File: src/rtl/pfr_pkg.sv
package pfr_pkg;

    // how the read in progress is being served
    typedef enum logic [1:0] {
        RM_REG = 2'd0,   // register space, returns zero
        RM_PF  = 2'd1,   // served from a bank's prefetch buffer
        RM_DIR = 2'd2    // plain RAM read at the bus address
    } rd_mode_e;

    localparam int unsigned WORD_BYTES = 4;

endpackage

File: src/rtl/pfr_strobe_sync.sv
module pfr_strobe_sync #(
    parameter int STAGES = 2
) (
    input  logic clk,
    input  logic rst_n,
    input  logic strobe_i,
    output logic active_o,
    output logic start_o,
    output logic end_o
);

    typedef struct packed {
        logic [STAGES-1:0] sh;
        logic              prev;
    } sync_t;

    sync_t q, n;

    always_comb begin
        n      = q;
        n.sh   = {q.sh[STAGES-2:0], strobe_i};
        n.prev = q.sh[STAGES-1];
    end

    always_ff @(posedge clk or negedge rst_n) begin
        if (!rst_n) begin
            q <= '0;
        end else begin
            q <= n;
        end
    end

    assign active_o = q.sh[STAGES-1];
    assign start_o  = q.sh[STAGES-1] & ~q.prev;
    assign end_o    = ~q.sh[STAGES-1] & q.prev;

endmodule

File: src/rtl/pfr_bank_slot.sv
module pfr_bank_slot #(
    parameter int OFF_W  = 16,
    parameter int DATA_W = 32
) (
    input  logic              clk,
    input  logic              rst_n,
    input  logic              load_i,
    input  logic [OFF_W-1:0]  load_addr_i,
    input  logic              adv_i,
    input  logic              fill_i,
    input  logic [DATA_W-1:0] fill_data_i,
    output logic [OFF_W-1:0]  ptr_o,
    output logic              loaded_o,
    output logic              valid_o,
    output logic [DATA_W-1:0] data_o
);

    import pfr_pkg::*;

    localparam logic [OFF_W-1:0] STEP = OFF_W'(WORD_BYTES);

    typedef struct packed {
        logic [OFF_W-1:0]  ptr;
        logic              loaded;
        logic              vld;
        logic [DATA_W-1:0] data;
    } slot_t;

    slot_t q, n;

    always_comb begin
        n = q;
        // a returning word lands first; a pointer move in the same cycle voids it
        if (fill_i) begin
            n.data = fill_data_i;
            n.vld  = 1'b1;
        end
        if (load_i) begin
            n.ptr    = load_addr_i;
            n.loaded = 1'b1;
            n.vld    = 1'b0;
        end else if (adv_i) begin
            n.ptr = q.ptr + STEP;
            n.vld = 1'b0;
        end
    end

    always_ff @(posedge clk or negedge rst_n) begin
        if (!rst_n) begin
            q <= '0;
        end else begin
            q <= n;
        end
    end

    assign ptr_o    = q.ptr;
    assign loaded_o = q.loaded;
    assign valid_o  = q.vld;
    assign data_o   = q.data;

    AST_PTR_STEP_ONE_WORD: assert property (@(posedge clk) disable iff (!rst_n)
        ($past(q.loaded) && !$past(load_i) && (q.ptr != $past(q.ptr)))
            |-> (q.ptr == $past(q.ptr) + STEP));

    AST_FILL_SETS_VALID: assert property (@(posedge clk) disable iff (!rst_n)
        (fill_i && !load_i && !adv_i) |=> q.vld);

endmodule

File: src/rtl/pfr_fetch_pick.sv
module pfr_fetch_pick #(
    parameter int NB    = 3,
    parameter int IDX_W = 2
) (
    input  logic [NB-1:0]    need_i,
    output logic             hit_o,
    output logic [IDX_W-1:0] idx_o
);

    // lowest bank index wins
    always_comb begin
        hit_o = 1'b0;
        idx_o = '0;
        for (int i = NB - 1; i >= 0; i--) begin
            if (need_i[i]) begin
                hit_o = 1'b1;
                idx_o = IDX_W'(i);
            end
        end
    end

endmodule

File: src/rtl/prefetch_read_port.sv
module prefetch_read_port #(
    parameter int          OFF_W       = 16,
    parameter int          BANK_W      = 2,
    parameter int          DATA_W      = 32,
    parameter int          SYNC_STAGES = 2,
    parameter int unsigned MEM_BASE    = 32'h0400,
    parameter int unsigned PTR_REG_OFF = 32'h0008
) (
    input  logic                    clk,
    input  logic                    rst_n,
    input  logic                    cs_n_i,
    input  logic                    rd_n_i,
    input  logic                    wr_n_i,
    input  logic [OFF_W+BANK_W-1:0] addr_i,
    input  logic [DATA_W-1:0]       wdata_i,
    output logic [DATA_W-1:0]       rdata_o,
    output logic                    rdy_o,
    output logic                    ram_en_o,
    output logic                    ram_we_o,
    output logic [OFF_W-3:0]        ram_addr_o,
    output logic [DATA_W-1:0]       ram_wdata_o,
    input  logic [DATA_W-1:0]       ram_rdata_i
);

    import pfr_pkg::*;

    localparam int ADDR_W = OFF_W + BANK_W;
    localparam int NB     = (2 ** BANK_W) - 1;
    localparam int IDX_W  = BANK_W;
    localparam int RAM_AW = OFF_W - 2;
    localparam logic [OFF_W-1:0] MEM_BASE_W = OFF_W'(MEM_BASE);
    localparam logic [OFF_W-1:0] PTR_OFF_W  = OFF_W'(PTR_REG_OFF);

    typedef struct packed {
        logic              busy;
        rd_mode_e          mode;
        logic [IDX_W-1:0]  bank;
        logic              rdy;
        logic [DATA_W-1:0] rdata;
        logic              infl;
        logic              infl_dir;
        logic [IDX_W-1:0]  infl_bank;
    } ctl_t;

    ctl_t q, n;

    // ---------------- strobe synchronisers ----------------
    logic [1:0] strb_raw, strb_act, strb_st, strb_en;
    assign strb_raw[0] = ~cs_n_i & ~rd_n_i;
    assign strb_raw[1] = ~cs_n_i & ~wr_n_i;

    for (genvar s = 0; s < 2; s++) begin : g_sync
        pfr_strobe_sync #(.STAGES(SYNC_STAGES)) u_sync (
            .clk      (clk),
            .rst_n    (rst_n),
            .strobe_i (strb_raw[s]),
            .active_o (strb_act[s]),
            .start_o  (strb_st[s]),
            .end_o    (strb_en[s])
        );
    end

    logic rd_start, rd_end, wr_start;
    assign rd_start = strb_st[0];
    assign rd_end   = strb_en[0];
    assign wr_start = strb_st[1];

    logic [BANK_W-1:0] rd_code, wr_code;
    logic [OFF_W-1:0]  bus_off;
    assign rd_code = addr_i[ADDR_W-1:OFF_W];
    assign bus_off = addr_i[OFF_W-1:0];
    assign wr_code = wdata_i[ADDR_W-1:OFF_W];

    // ---------------- bank slots ----------------
    logic [OFF_W-1:0]  slot_ptr  [NB];
    logic [DATA_W-1:0] slot_data [NB];
    logic [NB-1:0]     slot_ld, slot_vld, need_v;
    logic [NB-1:0]     ld_v, adv_v, fill_v;

    for (genvar g = 0; g < NB; g++) begin : g_bank
        pfr_bank_slot #(.OFF_W(OFF_W), .DATA_W(DATA_W)) u_slot (
            .clk         (clk),
            .rst_n       (rst_n),
            .load_i      (ld_v[g]),
            .load_addr_i (wdata_i[OFF_W-1:0]),
            .adv_i       (adv_v[g]),
            .fill_i      (fill_v[g]),
            .fill_data_i (ram_rdata_i),
            .ptr_o       (slot_ptr[g]),
            .loaded_o    (slot_ld[g]),
            .valid_o     (slot_vld[g]),
            .data_o      (slot_data[g])
        );
        assign need_v[g] = slot_ld[g] & ~slot_vld[g]
                         & ~(q.infl & ~q.infl_dir & (q.infl_bank == IDX_W'(g)));
    end

    logic             pick_hit;
    logic [IDX_W-1:0] pick_idx;

    pfr_fetch_pick #(.NB(NB), .IDX_W(IDX_W)) u_pick (
        .need_i (need_v),
        .hit_o  (pick_hit),
        .idx_o  (pick_idx)
    );

    // ---------------- next-state logic ----------------
    always_comb begin
        n           = q;
        n.infl      = 1'b0;
        n.infl_dir  = 1'b0;
        ld_v        = '0;
        adv_v       = '0;
        fill_v      = '0;
        ram_en_o    = 1'b0;
        ram_we_o    = 1'b0;
        ram_addr_o  = bus_off[OFF_W-1:2];
        ram_wdata_o = wdata_i;

        // word returning from the RAM
        if (q.infl) begin
            if (q.infl_dir) begin
                if (q.busy) begin
                    n.rdata = ram_rdata_i;
                    n.rdy   = 1'b1;
                end
            end else begin
                fill_v[q.infl_bank] = 1'b1;
            end
        end

        // a stream read waiting for its buffer
        if (q.busy && (q.mode == RM_PF) && !q.rdy && slot_vld[q.bank]) begin
            n.rdata = slot_data[q.bank];
            n.rdy   = 1'b1;
        end

        if (rd_start) begin
            n.busy = 1'b1;
            n.rdy  = 1'b0;
            if (bus_off < MEM_BASE_W) begin
                n.mode  = RM_REG;
                n.rdata = '0;
                n.rdy   = 1'b1;
            end else if ((rd_code != '0) && slot_ld[rd_code - 1'b1]) begin
                n.mode = RM_PF;
                n.bank = rd_code - 1'b1;
            end else begin
                n.mode     = RM_DIR;
                ram_en_o   = 1'b1;
                ram_addr_o = bus_off[OFF_W-1:2];
                n.infl     = 1'b1;
                n.infl_dir = 1'b1;
            end
        end

        if (rd_end) begin
            n.busy = 1'b0;
            n.rdy  = 1'b0;
            if (q.busy && (q.mode == RM_PF)) begin
                adv_v[q.bank] = 1'b1;
            end
        end

        if (wr_start) begin
            if (bus_off == PTR_OFF_W) begin
                if (wr_code != '0) begin
                    ld_v[wr_code - 1'b1] = 1'b1;
                end
            end else if (bus_off >= MEM_BASE_W) begin
                ram_en_o   = 1'b1;
                ram_we_o   = 1'b1;
                ram_addr_o = bus_off[OFF_W-1:2];
            end
        end

        // background fetch only in a cycle where no pointer moves and the port is free
        if (!rd_start && !rd_end && !wr_start && pick_hit) begin
            ram_en_o    = 1'b1;
            ram_addr_o  = slot_ptr[pick_idx][OFF_W-1:2];
            n.infl      = 1'b1;
            n.infl_dir  = 1'b0;
            n.infl_bank = pick_idx;
        end
    end

    always_ff @(posedge clk or negedge rst_n) begin
        if (!rst_n) begin
            q <= '0;
        end else begin
            q <= n;
        end
    end

    assign rdata_o = q.rdata;
    assign rdy_o   = q.rdy;

    // ---------------- assertions ----------------
    AST_RDY_FALLS_AFTER_END: assert property (@(posedge clk) disable iff (!rst_n)
        rd_end |=> !rdy_o);

    AST_PF_RDY_NEEDS_DATA: assert property (@(posedge clk) disable iff (!rst_n)
        ($rose(rdy_o) && (q.mode == RM_PF)) |-> $past(slot_vld[q.bank]));

    AST_RESP_ONE_CYCLE: assert property (@(posedge clk) disable iff (!rst_n)
        q.infl |-> $past(ram_en_o && !ram_we_o));

    AST_DIR_READY_NEXT: assert property (@(posedge clk) disable iff (!rst_n)
        (q.infl && q.infl_dir && q.busy && !rd_end) |=> rdy_o);

    AST_WRITE_SINGLE: assert property (@(posedge clk) disable iff (!rst_n)
        ram_we_o |=> !ram_we_o);

    AST_PICK_NEEDED: assert property (@(posedge clk) disable iff (!rst_n)
        pick_hit |-> (need_v[pick_idx] && slot_ld[pick_idx]));

endmodule

File: config.mk
export PLATFORM = sky130hd
export DESIGN_NAME = prefetch_read_port
export DESIGN_NICKNAME = d
export VERILOG_FILES = /design/src/rtl/pfr_pkg.sv /design/src/rtl/pfr_strobe_sync.sv /design/src/rtl/pfr_bank_slot.sv /design/src/rtl/pfr_fetch_pick.sv /design/src/rtl/prefetch_read_port.sv
export SDC_FILE = /design/constraint.sdc
export NUM_CORES = 1
export LEC_CHECK = 0
export BUFFER_PORTS_ARGS = -buffer_cell sky130_fd_sc_hd__buf_2
export CAP_MARGIN = 15
export CORE_MARGIN = 4
export CORE_UTILIZATION = 35
export DETAILED_ROUTE_END_ITERATION = 7
export PLACE_DENSITY = 0.54
export SETUP_SLACK_MARGIN = 0.02
export SLEW_MARGIN = 20
export SYNTH_ARGS = -nofsm -noshare
export SYNTH_HDL_FRONTEND = slang
export SYNTH_SLANG_ARGS = --single-unit
export TNS_END_PERCENT = 5
File: constraint.sdc
create_clock -name clk -period 2.47 [get_ports clk]
set_clock_uncertainty 0.2 [all_clocks]
set_input_delay 0.494 -clock clk [delete_from_list [all_inputs] [get_ports clk]]
set_output_delay 0.494 -clock clk [all_outputs]
set_load 0.03 [all_outputs]
==> run summary, run 1 <==
======================================================================================================
Run status                                                                                finished with violations
Violations in the final reports                                                           negative setup slack
Placed wire-length estimate after detailed placement                                         18,020 um
Critical Path AT                                                                               2.36 ns
Pin count of the biggest net entering global routing                                                61
Areal power density over the cells                                                        672.8 mW/mm2
Worst setup margin                                                                          -0.5837 ns
Final Cell Area                                                                            0.01193 mm2
Setup TNS                                                                                    -7.893 ns
Leftover overflow at the end of global routing                                                       0
Post-layout nets                                                                                 1,172
Tot GR Track Use                                                                                17.20%
Class of the tightest hold or removal check                                                  in -> reg
Antenna violations before repair                                                                     1
Setup repair after global routing missed its margin                                                yes
Remaining max-slew budget at the tightest pin                                                   64.07%
Clock transition at the register clock pins on the worst setup and hold paths after CTS        0.09 ns
Required arrival time at the worst endpoint                                                    1.78 ns
Dominant synthesized flop cell                                                                 dfrtp_1
Placeable Area                                                                             0.02801 mm2
Kind of start point of the critical path                                                          flop
Vias in the first global route                                                                   7,588
Type of destination of the critical path                                                  primary output
Highest Clock Rate                                                                           327.5 MHz
Number of placed I/O pins                                                                          168
Final Cycle Share                                                                               123.6%
Port Buf Inserts                                                                                   135
ANT cells                                                                                            0
Average cell area after synthesis                                                            10.26 um2
Post-synthesis to final-layout area growth                                                      18.85%
Antenna-violating nets left                                                                          0
Cells after synthesis                                                                              978
Routed via count divided by cell count                                                           5.092
Proportion of synthesized flip-flops having asynchronous set or reset                           100.0%
Number of rows in the core area                                                                     61
FF+latch count, synth                                                                              192
Path type of the worst setup path                                                           reg -> out
TritonCTS clock tree                                                                              done
H-tree level count                                                                                   4
Placed inst area                                                                           0.01118 mm2
Number of warnings printed during yosys synthesis                                                    0
TritonCTS buffer count                                                                              17
Die area                                                                                   0.03145 mm2
Total nets after synthesis                                                                       1,072
Maximum buffer depth of the clock tree                                                               2
Leakage power total                                                                           5.669 nW
Met1 track demand over resource                                                                 23.42%
Highest fanout seen on the critical path                                                             4
Count of unique library cells instantiated by Yosys                                                 60
Busiest grt layer                                                                                 met2
Number of vias after detailed routing                                                            7,480
Met2 Usage GRT                                                                                  28.74%
Worst-skew pair later-pin latency                                                              0.45 ns
Max Cap Viol                                                                                         0
Number of synthesized flops with an enable pin                                                       0
Mapped Area                                                                                0.01004 mm2
First-pass iteration count of the detailed router                                                    5
Starting Density                                                                                35.83%
Die Span X                                                                                    177.3 um
Fraction of layout cells with a size suffix above 1                                             30.61%
Worst vdd rail ir drop                                                                       0.4853 mV
Util after Layout                                                                               42.59%
Fillers                                                                                          2,754
Buffer type at the clock tree root                                                           clkbuf_16
Post-layout minimum cycle time                                                                3.054 ns
Total length of routed wires                                                                 26,360 um
Slew at the pin with the worst max-slew slack                                                0.5389 ns
Setup violation total in the final timing report                                                    15
Final Wtd Congestion                                                                            0.8044
Share of synthesized area occupied by flip-flops and latches                                    47.87%
Max-slew violation total from the final report                                                       0
Global-route wire length before repair                                                       42,550 um
Clock sinks                                                                                        192
Routing usage on met3                                                                           3.238%
Final routed wire length divided by cell count                                                17.94 um
Hold violation total from the final report                                                           0
Die Span Y                                                                                    177.3 um
DRC                                                                                                  0
Starting DRC count in detailed routing                                                             385
======================================================================================================
-- registers in the layout, indices dropped and copies added (netlist names) --
name / flops
g_sync.u_sync.q: 2
q: 9
rdy_o: 1
g_sync.u_sync.n: 2
g_bank.u_slot.data_o: 96
rdata_o: 32
g_sync.u_sync.active_o: 2
g_bank.u_slot.ptr_o: 42
g_bank.u_slot.valid_o: 3
g_bank.u_slot.loaded_o: 3
-- critical path, cell delays in order (launching register included) --
cell,delay (ns)
dfrtp_1,0.39
buf_4,0.15
and4bb_2,0.25
or4b_1,0.50
mux2_4,0.30
o22ai_4,0.10
o21ai_2,0.06
buf_4,0.16
-- Yosys cell counts, drive strengths merged (3+ instances only) --
cell type	instances	area share, %
nor2	76	2.8
clkbuf	31	1.2
a21oi	30	1.5
inv	14	0.52
dfrtp	192	48
ha	7	0.87
a2bb2oi	13	1.1
mux2	67	7.5
a22oi	12	0.90
nor3	10	0.50
buf	93	6.5
xor2	18	1.6
nand3	16	0.80
a211oi	64	4.8
nand2b	6	0.37
nand4	10	0.69
nand2	142	5.3
or3	3	0.19
xnor2	21	1.8
and4	3	0.26
and4b	3	0.30
o21ai	31	1.5
nor3b	3	0.27
nor4	5	0.37
and3	8	0.50
mux2i	70	7.0
-- timing repair --
| action | 4_1_cts | 5_1_grt |
|---|---|---|
| resized for setup | 11 | 7 |
| setup buffers | 1 | 0 |
| hold buffers | 5 | 0 |
| hold endpoints to repair | 40 | 0 |
| pin swaps | 2 | 0 |
| cloned | 0 | 0 |
| setup endpoints to repair | 15 | 19 |
-- metal layers --
metal	vias to the layer above	share of wire, %
met2	156	48
li1	3580	-
met5	-	0.061
met1	3717	46
met3	25	4.2
met4	2	1.3
-- layout by cell type (no fill, tap or decap), types with 4 or more instances in the layout --
| cell | synthesis | layout |
|---|---|---|
| nand3_1 | 16 | 14 |
| buf_2 | 20 | 121 |
| inv_1 | 14 | 14 |
| xnor2_1 | 21 | 21 |
| a21oi_1 | 30 | 30 |
| nor2_1 | 76 | 75 |
| nand2_1 | 142 | 141 |
| clkinv_8 | 0 | 4 |
| xor2_1 | 18 | 18 |
| nand2b_1 | 6 | 6 |
| ha_1 | 7 | 7 |
| dfrtp_1 | 192 | 189 |
| a2bb2oi_1 | 13 | 12 |
| clkbuf_4 | 0 | 4 |
| buf_12 | 0 | 13 |
| a22oi_1 | 12 | 12 |
| inv_8 | 0 | 5 |
| clkbuf_16 | 0 | 17 |
| nand4_1 | 9 | 9 |
| nor4_1 | 4 | 4 |
| o21ai_1 | 17 | 14 |
| nor3_1 | 10 | 9 |
| o21ai_2 | 0 | 14 |
| and3_1 | 8 | 8 |
| buf_4 | 71 | 61 |
| dlygate4sd3_1 | 0 | 5 |
| a211oi_1 | 64 | 64 |
| mux2i_1 | 70 | 70 |
| mux2_2 | 66 | 65 |
-- final timing paths --
check / from / to / slack [ns] / cells after the start
max reg2reg: g_sync[0].u_sync.active_o / g_bank[1].u_slot.ptr_o[14] / 0.23 / 8
min: ram_rdata_i[13] / g_bank[1].u_slot.data_o[13] / 0.08 / 3
min in group asynchronous: rst_n / g_bank[1].u_slot.valid_o / 0.35 / 2
max: q[1] / ram_addr_o[13] / -0.58 / 7
max in group asynchronous: rst_n / rdata_o[23] / 0.94 / 4
min reg2reg: g_sync[0].u_sync.n[2] / g_sync[0].u_sync.active_o / 0.16 / 0
-- kinds of logic after synthesis --
kind of cell               count (synthesis)  synth area share (%)
and+or+nand+nor                          303                 14.12
DFF                                      192                 47.87
AOI/OAI and AO/OA                        162                 11.09
buffers and inverters                    138                 8.140
muxes                                    137                 14.50
xor gates and xnor gates                  39                 3.403
adders and majority gates                  7                0.8726
-- cell type report --
class | instances | area [um2] | area share, %
clock buffer | 17 | 425.4 | 3.566
clock inverter | 15 | 217.7 | 1.825
inverter | 14 | 52.55 | 0.4405
multi-input combinational | 648 | 4534 | 38.01
sequential | 192 | 4808 | 40.31
tap | 378 | 473.0 | 3.965
timing repair buffer | 205 | 1418 | 11.88
-- through the flow --
step                setup WS [ns]  power [mW]  instances  hold WS [ns]
floorplan                -0.01357       4.878        978     -0.001591
global placement          -0.1364       5.068       1431        0.1349
detailed placement        -0.1672       5.088       1431        0.1451
CTS                       -0.6067       8.149       1469       0.06501
global route              -0.6795       8.400       1469       0.08113
finish                    -0.5837       8.026       1469       0.07713
-- power breakdown --
group	switching (mW)	total, mW	internal, mW
clock network	1.50	3.01	1.51
logic	0.857	1.39	0.528
registers	0.174	3.63	3.46
total	2.53	8.03	5.50
No activity file was read; power rests on OpenSTA's default activity.
==> run 2, diff against run 1 <==
--- a/config.mk
+++ b/config.mk
@@ -7,10 +7,12 @@
 export LEC_CHECK = 0
 export BUFFER_PORTS_ARGS = -buffer_cell sky130_fd_sc_hd__buf_2
 export CAP_MARGIN = 15
+export CELL_PAD_IN_SITES_DETAIL_PLACEMENT = 0
+export CELL_PAD_IN_SITES_GLOBAL_PLACEMENT = 1
 export CORE_MARGIN = 4
 export CORE_UTILIZATION = 35
 export DETAILED_ROUTE_END_ITERATION = 7
-export PLACE_DENSITY = 0.54
+export PLACE_DENSITY = 0.66
 export SETUP_SLACK_MARGIN = 0.02
 export SLEW_MARGIN = 20
 export SYNTH_ARGS = -nofsm -noshare
==> run 2 against run 1 <==
Against the previous run:
- sequential cell count stayed put
- the run still ends with negative setup slack left
- via count is 1.6% higher
- wire length is 5.4% higher
- non-clock buffer count is 18 higher
- critical endpoint is now ram_addr_o[1]
- cell count is 1.2% higher
- count of clock-buffer cells in the layout is 2 higher
- die area stayed put
- fmax is 0.38% higher
- first-iteration DRC count is 15% higher
- sequential share of layout area is 1.1 points lower
==> run summary, run 2 (synthesized netlist as in run 1, its figures left out) <==
======================================================================================================
Run status                                                                                finished with violations   unchanged
Violations in the final reports                                                           negative setup slack   unchanged
TritonCTS buffer count                                                                              17   unchanged
Die area                                                                                   0.03145 mm2   unchanged
Type of destination of the critical path                                                  primary output   unchanged
Hold endpoint                                                                             g_sync[0].u_sync.n[2]   was g_bank[1].u_slot.data_o[13]
Areal power density over the cells                                                        655.8 mW/mm2   was 672.8 mW/mm2
Cell total after placement                                                                       1,438   was 1,431
Worst-skew pair later-pin latency                                                              0.43 ns   was 0.45 ns
Required arrival time at the worst endpoint                                                    1.78 ns   about the same
ANT cells                                                                                            0   unchanged
Post-layout nets                                                                                 1,190   was 1,172
Most frequent cells in the layout                                                         189 x dfrtp_1, 140 x nand2_1, 119 x buf_2   was 189 x dfrtp_1, 141 x nand2_1, 121 x buf_2
Die Span Y                                                                                    177.3 um   unchanged
Fillers                                                                                          2,723   was 2,754
Most used cell along the critical path                                                           buf_6   was buf_4
Final Wtd Congestion                                                                            0.8118   was 0.8044
Critical Path AT                                                                               2.35 ns   was 2.36 ns
Max-slew violation total from the final report                                                       0   unchanged
Slew at the pin with the worst max-slew slack                                                0.5479 ns   was 0.5389 ns
Hold violation total from the final report                                                           0   unchanged
Starting Density                                                                                35.83%   unchanged
Worst hold slack                                                                            0.01577 ns   was 0.07713 ns
Crit-path slowest cell                                                                         dfrtp_2   was or4b_1
Path type of the worst setup path                                                           reg -> out   unchanged
Final Cell Area                                                                            0.01226 mm2   was 0.01193 mm2
Pin count of the biggest net entering global routing                                                50   was 61
Routed via count divided by cell count                                                           5.112   was 5.092
Tot GR Track Use                                                                                17.70%   was 17.20%
H-tree level count                                                                                   4   unchanged
Leakage power total                                                                           5.785 nW   was 5.669 nW
Placeable Area                                                                             0.02801 mm2   unchanged
Util after Layout                                                                               43.78%   was 42.59%
Antenna-violating nets left                                                                          0   unchanged
Origin of the worst min-delay path                                                              cs_n_i   was ram_rdata_i[13]
Depth of the worst register-to-register path                                                         9   was 8
Power share of the clock group                                                                   37.4%   was 37.5%
Placed inst area                                                                           0.01120 mm2   was 0.01118 mm2
Global-route wire length before repair                                                       43,700 um   was 42,550 um
Number of vias after detailed routing                                                            7,601   was 7,480
Setup TNS                                                                                    -7.775 ns   was -7.893 ns
Leftover overflow at the end of global routing                                                       0   unchanged
Starting DRC count in detailed routing                                                             444   was 385
NetSw                                                                                         2.351 mW   was 2.529 mW
Non-filler cells in the finished layout                                                          1,487   was 1,469
Final Cycle Share                                                                               123.2%   was 123.6%
Maximum buffer depth of the clock tree                                                               2   unchanged
Endpoint of the worst register-to-register path                                           g_bank[0].u_slot.ptr_o[7]   was g_bank[1].u_slot.ptr_o[14]
Buffer type at the clock tree root                                                           clkbuf_16   unchanged
Switching share of power                                                                        29.24%   was 31.51%
Part of the power in registers                                                                   45.3%   about the same
Antenna violations before repair                                                                     2   was 1
Fraction of layout cells with a size suffix above 1                                             33.63%   was 30.61%
First-pass iteration count of the detailed router                                                    4   was 5
Register-to-register path setup slack                                                          0.22 ns   was 0.23 ns
Combinational cell fraction of total power                                                       17.3%   about the same
Final routed wire length divided by cell count                                                18.68 um   was 17.94 um
Clock sinks                                                                                        192   unchanged
Worst vdd rail ir drop                                                                       0.4449 mV   was 0.4853 mV
Port Buf Inserts                                                                                   135   unchanged
Post-layout minimum cycle time                                                                3.042 ns   was 3.054 ns
Remaining max-slew budget at the tightest pin                                                   63.48%   was 64.07%
Max Cap Viol                                                                                         0   unchanged
Placed wire-length estimate after detailed placement                                         18,630 um   was 18,020 um
Setup violation total in the final timing report                                                    15   unchanged
Post-synthesis to final-layout area growth                                                      22.16%   was 18.85%
Setup repair after global routing missed its margin                                                yes   unchanged
Die Span X                                                                                    177.3 um   unchanged
Commonest non-fill, non-tap cell in the layout                                                 dfrtp_1   unchanged
Worst r2r src                                                                             g_sync[0].u_sync.active_o   unchanged
Highest Clock Rate                                                                           328.7 MHz   was 327.5 MHz
Class of the tightest hold or removal check                                                  in -> reg   unchanged
Number of rows in the core area                                                                     61   unchanged
Cell depth of the worst min-delay path                                                               2   was 3
Total length of routed wires                                                                 27,780 um   was 26,360 um
Post-Place Setup Slack                                                                      -0.2019 ns   was -0.1672 ns
Number of flip-flops under the largest register name                                                96   unchanged
Kind of start point of the critical path                                                          flop   unchanged
Vias in the first global route                                                                   7,681   was 7,588
Clock transition at the register clock pins on the worst setup and hold paths after CTS        0.08 ns   was 0.09 ns
TritonCTS clock tree                                                                              done   unchanged
Number of placed I/O pins                                                                          168   unchanged
DRC                                                                                                  0   unchanged
Crit-path cells                                                                           nand4bb_4 > buf_6 > a311oi_4 > buf_6 > a22oi_2 > a2bb2oi_2 > o21ai_2 > buf_6   was buf_4 > and4bb_2 > or4b_1 > mux2_4 > o22ai_4 > o21ai_2 > buf_4
Power consumption                                                                             8.041 mW   was 8.026 mW
Internal Pwr Total                                                                            5.690 mW   was 5.497 mW
Worst setup margin                                                                          -0.5722 ns   was -0.5837 ns
Highest fanout seen on the critical path                                                             7   was 4
Critical path's largest stage delay                                                            0.45 ns   was 0.50 ns
======================================================================================================
run 2: cell count changes in the layout (fill, tap and decap cells not counted), moves of 3 or more:
cell and delta:
inv_12 -3, buf_6 +18, a2bb2oi_2 +10, a22oi_2 +7
buf_4 +9, buf_12 -3, clkbuf_4 -4, a2bb2oi_1 -10
inv_8 -3, clkinv_8 -3, inv_6 +3, a22oi_1 -7
run 2: how the worst max path moves through the flow:
| stage | slack (ns) | to | cells past startpoint | start |
|---|---|---|---|---|
| 4_1_cts | -0.50 | ram_addr_o[2] | 8 | q[1] |
| 3_5_place_dp | -0.20 | ram_addr_o[2] | 7 | q[1] |
| 3_3_place_gp | -0.15 | ram_addr_o[0] | 7 | q[1] |
| 2_1_floorplan | -0.01 | ram_addr_o[0] | 8 | q[1] |
| 5_1_grt | -0.67 | ram_addr_o[1] | 9 | q[3] |
| 6_report | -0.57 | ram_addr_o[1] | 8 | q[2] |
run 2: final cells by class:
type                       instances  area (um2)  area share (%)
sequential                       192        4808           39.21
multi-input combinational        648        4683           38.19
timing repair buffer             223        1605           13.09
tap                              378       473.0           3.857
clock buffer                      19       452.9           3.694
clock inverter                    13       186.4           1.520
inverter                          14       52.55          0.4286
run 2: power by group through the flow:
| stage | Combinational, mW | Sequential, mW | Clock, mW |
|---|---|---|---|
| 2_1_floorplan | 1.22 | 3.66 | 0 |
| 3_3_place_gp | 1.38 | 3.69 | 0 |
| 3_5_place_dp | 1.38 | 3.70 | 0 |
| 4_1_cts | 1.41 | 3.64 | 3.08 |
| 5_1_grt | 1.51 | 3.69 | 3.22 |
| 6_report | 1.39 | 3.64 | 3.01 |
run 2: timing repair:
| item | CTS | global route |
|---|---|---|
| resized for setup | 50 | 19 |
| hold buffers | 4 | 0 |
| pin swaps | 4 | 9 |
| hold endpoints to repair | 35 | 0 |
| endpoints found under the setup margin | 16 | 16 |
| cloned | 2 | 1 |
| buffers inserted | 7 | 3 |
run 2: worst max-delay path, delay by kind of cell, from the launching register on:
kind	cells	cell delay, ns
AND/OR/NAND/NOR	1	0.24
buffers and inverters	3	0.50
AO/OA/AOI/OAI	4	0.73
flip-flops	1	0.45
run 2: per-layer routing:
metal	global-route usage [%]	up-vias	share of wire [%]
li1	-	3615	-
met1	25.06	3786	48
met2	28.22	180	46
met3	4.005	16	5.0
met4	3.255	4	0.64
met5	0	-	0.050
==> run 3, diff against run 2 <==
--- a/config.mk
+++ b/config.mk
@@ -12,7 +12,8 @@
 export CORE_MARGIN = 4
 export CORE_UTILIZATION = 35
 export DETAILED_ROUTE_END_ITERATION = 7
-export PLACE_DENSITY = 0.66
+export MAX_ROUTING_LAYER = met4
+export PLACE_DENSITY = 0.68
 export SETUP_SLACK_MARGIN = 0.02
 export SLEW_MARGIN = 20
 export SYNTH_ARGS = -nofsm -noshare
==> run 3 against run 2 <==
Against the previous run:
- largest power group unchanged
- final area decreased by 0.37%
- the run still ends with negative setup slack left
- count of clock-buffer cells in the layout decreased by 1
- sequential cell count unchanged
- setup slack improved by 0.026 ns
- global-route usage increased by 0.31 points
- critical endpoint is now ram_addr_o[2]
- clock power decreased by 8.3%
==> run summary, run 3 (synthesized netlist as in run 1, its figures left out) <==
======================================================================================================
Hold violation total from the final report                                                           0   unchanged
Starting Density                                                                                35.83%   unchanged
Max-slew violation total from the final report                                                       0   unchanged
Hold endpoint                                                                             g_bank[1].u_slot.data_o[16]   was g_sync[0].u_sync.n[2]
Max Cap Viol                                                                                         0   unchanged
Number of rows in the core area                                                                     61   unchanged
Number of placed I/O pins                                                                          168   unchanged
Critical Path AT                                                                               2.32 ns   was 2.35 ns
Placed wire-length estimate after detailed placement                                         18,270 um   was 18,630 um
Crit-path slowest cell                                                                         dfrtp_2   unchanged
Endpoint of the worst register-to-register path                                           g_bank[1].u_slot.ptr_o[14]   was g_bank[0].u_slot.ptr_o[7]
Buffer type at the clock tree root                                                           clkbuf_16   unchanged
Port Buf Inserts                                                                                   135   unchanged
Areal power density over the cells                                                        637.2 mW/mm2   was 655.8 mW/mm2
Most frequent cells in the layout                                                         188 x dfrtp_1, 138 x nand2_1, 119 x buf_2   was 189 x dfrtp_1, 140 x nand2_1, 119 x buf_2
Final Cycle Share                                                                               122.1%   was 123.2%
TritonCTS clock tree                                                                              done   unchanged
Antenna-violating nets left                                                                          0   unchanged
Starting DRC count in detailed routing                                                             474   was 444
Vias in the first global route                                                                   7,710   was 7,681
Worst-skew pair later-pin latency                                                              0.44 ns   was 0.43 ns
Final routed wire length divided by cell count                                                18.11 um   was 18.68 um
Tot GR Track Use                                                                                18.01%   was 17.70%
Die Span X                                                                                    177.3 um   unchanged
Remaining max-slew budget at the tightest pin                                                   56.96%   was 63.48%
Total length of routed wires                                                                 26,960 um   was 27,780 um
Placeable Area                                                                             0.02801 mm2   unchanged
Cell depth of the worst min-delay path                                                               3   was 2
DRC                                                                                                  0   unchanged
Highest fanout seen on the critical path                                                             7   unchanged
Highest Clock Rate                                                                           331.5 MHz   was 328.7 MHz
Required arrival time at the worst endpoint                                                    1.78 ns   about the same
Number of flip-flops under the largest register name                                                96   unchanged
Post-Place Setup Slack                                                                      -0.1627 ns   was -0.2019 ns
Post-layout minimum cycle time                                                                3.016 ns   was 3.042 ns
Depth of the worst register-to-register path                                                         7   was 9
Met1 track demand over resource                                                                 24.74%   was 25.06%
Origin of the worst min-delay path                                                        ram_rdata_i[16]   was cs_n_i
Busiest grt layer                                                                                 met2   unchanged
Fraction of layout cells with a size suffix above 1                                             33.39%   was 33.63%
H-tree level count                                                                                   4   unchanged
ANT cells                                                                                            0   unchanged
First-pass iteration count of the detailed router                                                    5   was 4
Clock transition at the register clock pins on the worst setup and hold paths after CTS        0.08 ns   about the same
Setup repair after global routing missed its margin                                                yes   unchanged
Antenna violations before repair                                                                     0   was 2
Most used cell along the critical path                                                           buf_6   unchanged
Path type of the worst setup path                                                           reg -> out   unchanged
Global-route wire length before repair                                                       43,480 um   was 43,700 um
Post-synthesis to final-layout area growth                                                      21.72%   was 22.16%
Fillers                                                                                          2,740   was 2,723
Type of destination of the critical path                                                  primary output   unchanged
Worst setup margin                                                                          -0.5462 ns   was -0.5722 ns
Cell total after placement                                                                       1,439   was 1,438
Critical path's largest stage delay                                                            0.42 ns   was 0.45 ns
Clock sinks                                                                                        192   unchanged
Die area                                                                                   0.03145 mm2   unchanged
Final Wtd Congestion                                                                            0.8126   was 0.8118
Leakage power total                                                                           5.772 nW   was 5.785 nW
TritonCTS buffer count                                                                              17   unchanged
Routed via count divided by cell count                                                           5.145   was 5.112
Run status                                                                                finished with violations   unchanged
Setup violation total in the final timing report                                                    15   unchanged
Crit-path cells                                                                           nand4bb_4 > buf_6 > a311oi_4 > buf_6 > a22oi_1 > a2bb2oi_2 > o21ai_2 > buf_6   was nand4bb_4 > buf_6 > a311oi_4 > buf_6 > a22oi_2 > a2bb2oi_2 > o21ai_2 > buf_6
Maximum buffer depth of the clock tree                                                               2   unchanged
Number of vias after detailed routing                                                            7,661   was 7,601
Worst r2r src                                                                             g_sync[0].u_sync.active_o   unchanged
Register-to-register path setup slack                                                          0.19 ns   was 0.22 ns
Commonest non-fill, non-tap cell in the layout                                                 dfrtp_1   unchanged
Leftover overflow at the end of global routing                                                       0   unchanged
Met2 Usage GRT                                                                                  28.77%   was 28.22%
Pin count of the biggest net entering global routing                                                70   was 50
Routing usage on met3                                                                           2.706%   was 4.005%
Worst vdd rail ir drop                                                                       0.4319 mV   was 0.4449 mV
Post-layout nets                                                                                 1,192   was 1,190
Non-filler cells in the finished layout                                                          1,489   was 1,487
Class of the tightest hold or removal check                                                  in -> reg   unchanged
Slew at the pin with the worst max-slew slack                                                0.6446 ns   was 0.5479 ns
Die Span Y                                                                                    177.3 um   unchanged
Kind of start point of the critical path                                                          flop   unchanged
Violations in the final reports                                                           negative setup slack   unchanged
======================================================================================================
-- run 3: worst max-delay path by stage --
stage	to	start	slack (ns)	cells past startpoint
3_3_place_gp	ram_en_o	addr_i[10]	-0.12	6
3_5_place_dp	ram_addr_o[1]	q[1]	-0.16	8
5_1_grt	ram_addr_o[2]	q[2]	-0.64	8
4_1_cts	ram_addr_o[13]	q[2]	-0.52	6
2_1_floorplan	ram_addr_o[0]	q[1]	-0.01	8
6_report	ram_addr_o[2]	q[2]	-0.55	8
-- run 3: timing repair --
item	CTS	global route
pin swaps	7	6
hold buffers	5	0
resized for setup	52	19
gates cloned	2	1
hold endpoints to repair	39	0
setup buffers	9	2
endpoints found under the setup margin	15	21
-- run 3: routing by layer --
| metal | routed length [um] | vias up | share of wire (%) |
|---|---|---|---|
| met5 | 0 | - | 0 |
| met2 | 13070 | 190 | 48 |
| met1 | 12490 | 3850 | 46 |
| met3 | 1209 | 12 | 4.5 |
| met4 | 186 | 0 | 0.69 |
| li1 | - | 3609 | - |
-- run 3: layout make-up --
| cell class | instances | area [um2] | share of cell area (%) |
|---|---|---|---|
| Timing Repair Buffer | 225 | 1644 | 13.46 |
| Tap cell | 378 | 473.0 | 3.871 |
| Multi-Input combinational cell | 648 | 4651 | 38.07 |
| Clock buffer | 18 | 439.2 | 3.595 |
| Clock inverter | 14 | 147.6 | 1.209 |
| Sequential cell | 192 | 4810 | 39.37 |
| Inverter | 14 | 52.55 | 0.4302 |
-- run 3: report_power, final --
| group | internal [mW] | total [mW] | switching, mW |
|---|---|---|---|
| registers | 3.46 | 3.64 | 0.175 |
| clock network | 1.38 | 2.76 | 1.38 |
| logic | 0.538 | 1.39 | 0.851 |
| total | 5.38 | 7.78 | 2.41 |
-- run 3: worst max-delay path, delay by kind of cell (launching register included) --
family | cells | cell delay [ns]
DFF | 1 | 0.42
AOI/OAI and AO/OA | 4 | 0.74
and+or+nand+nor | 1 | 0.25
buffers and inverters | 3 | 0.48
-- run 3: stage by stage --
step                      utilization, %  hold slack [ns]  instance area (um2)  power (mW)  TNS (ns)
after floorplan                        -        -0.001591                10130       4.878   -0.1200
after global placement             39.91           0.1371                11180       5.049    -1.372
after detailed placement           39.91           0.1409                11180       5.072    -2.046
after CTS                          43.29          0.08017                12130       7.878    -7.460
after global routing               43.61          0.09406                12220       8.149    -9.087
final                              43.61          0.09866                12220       7.785    -7.755
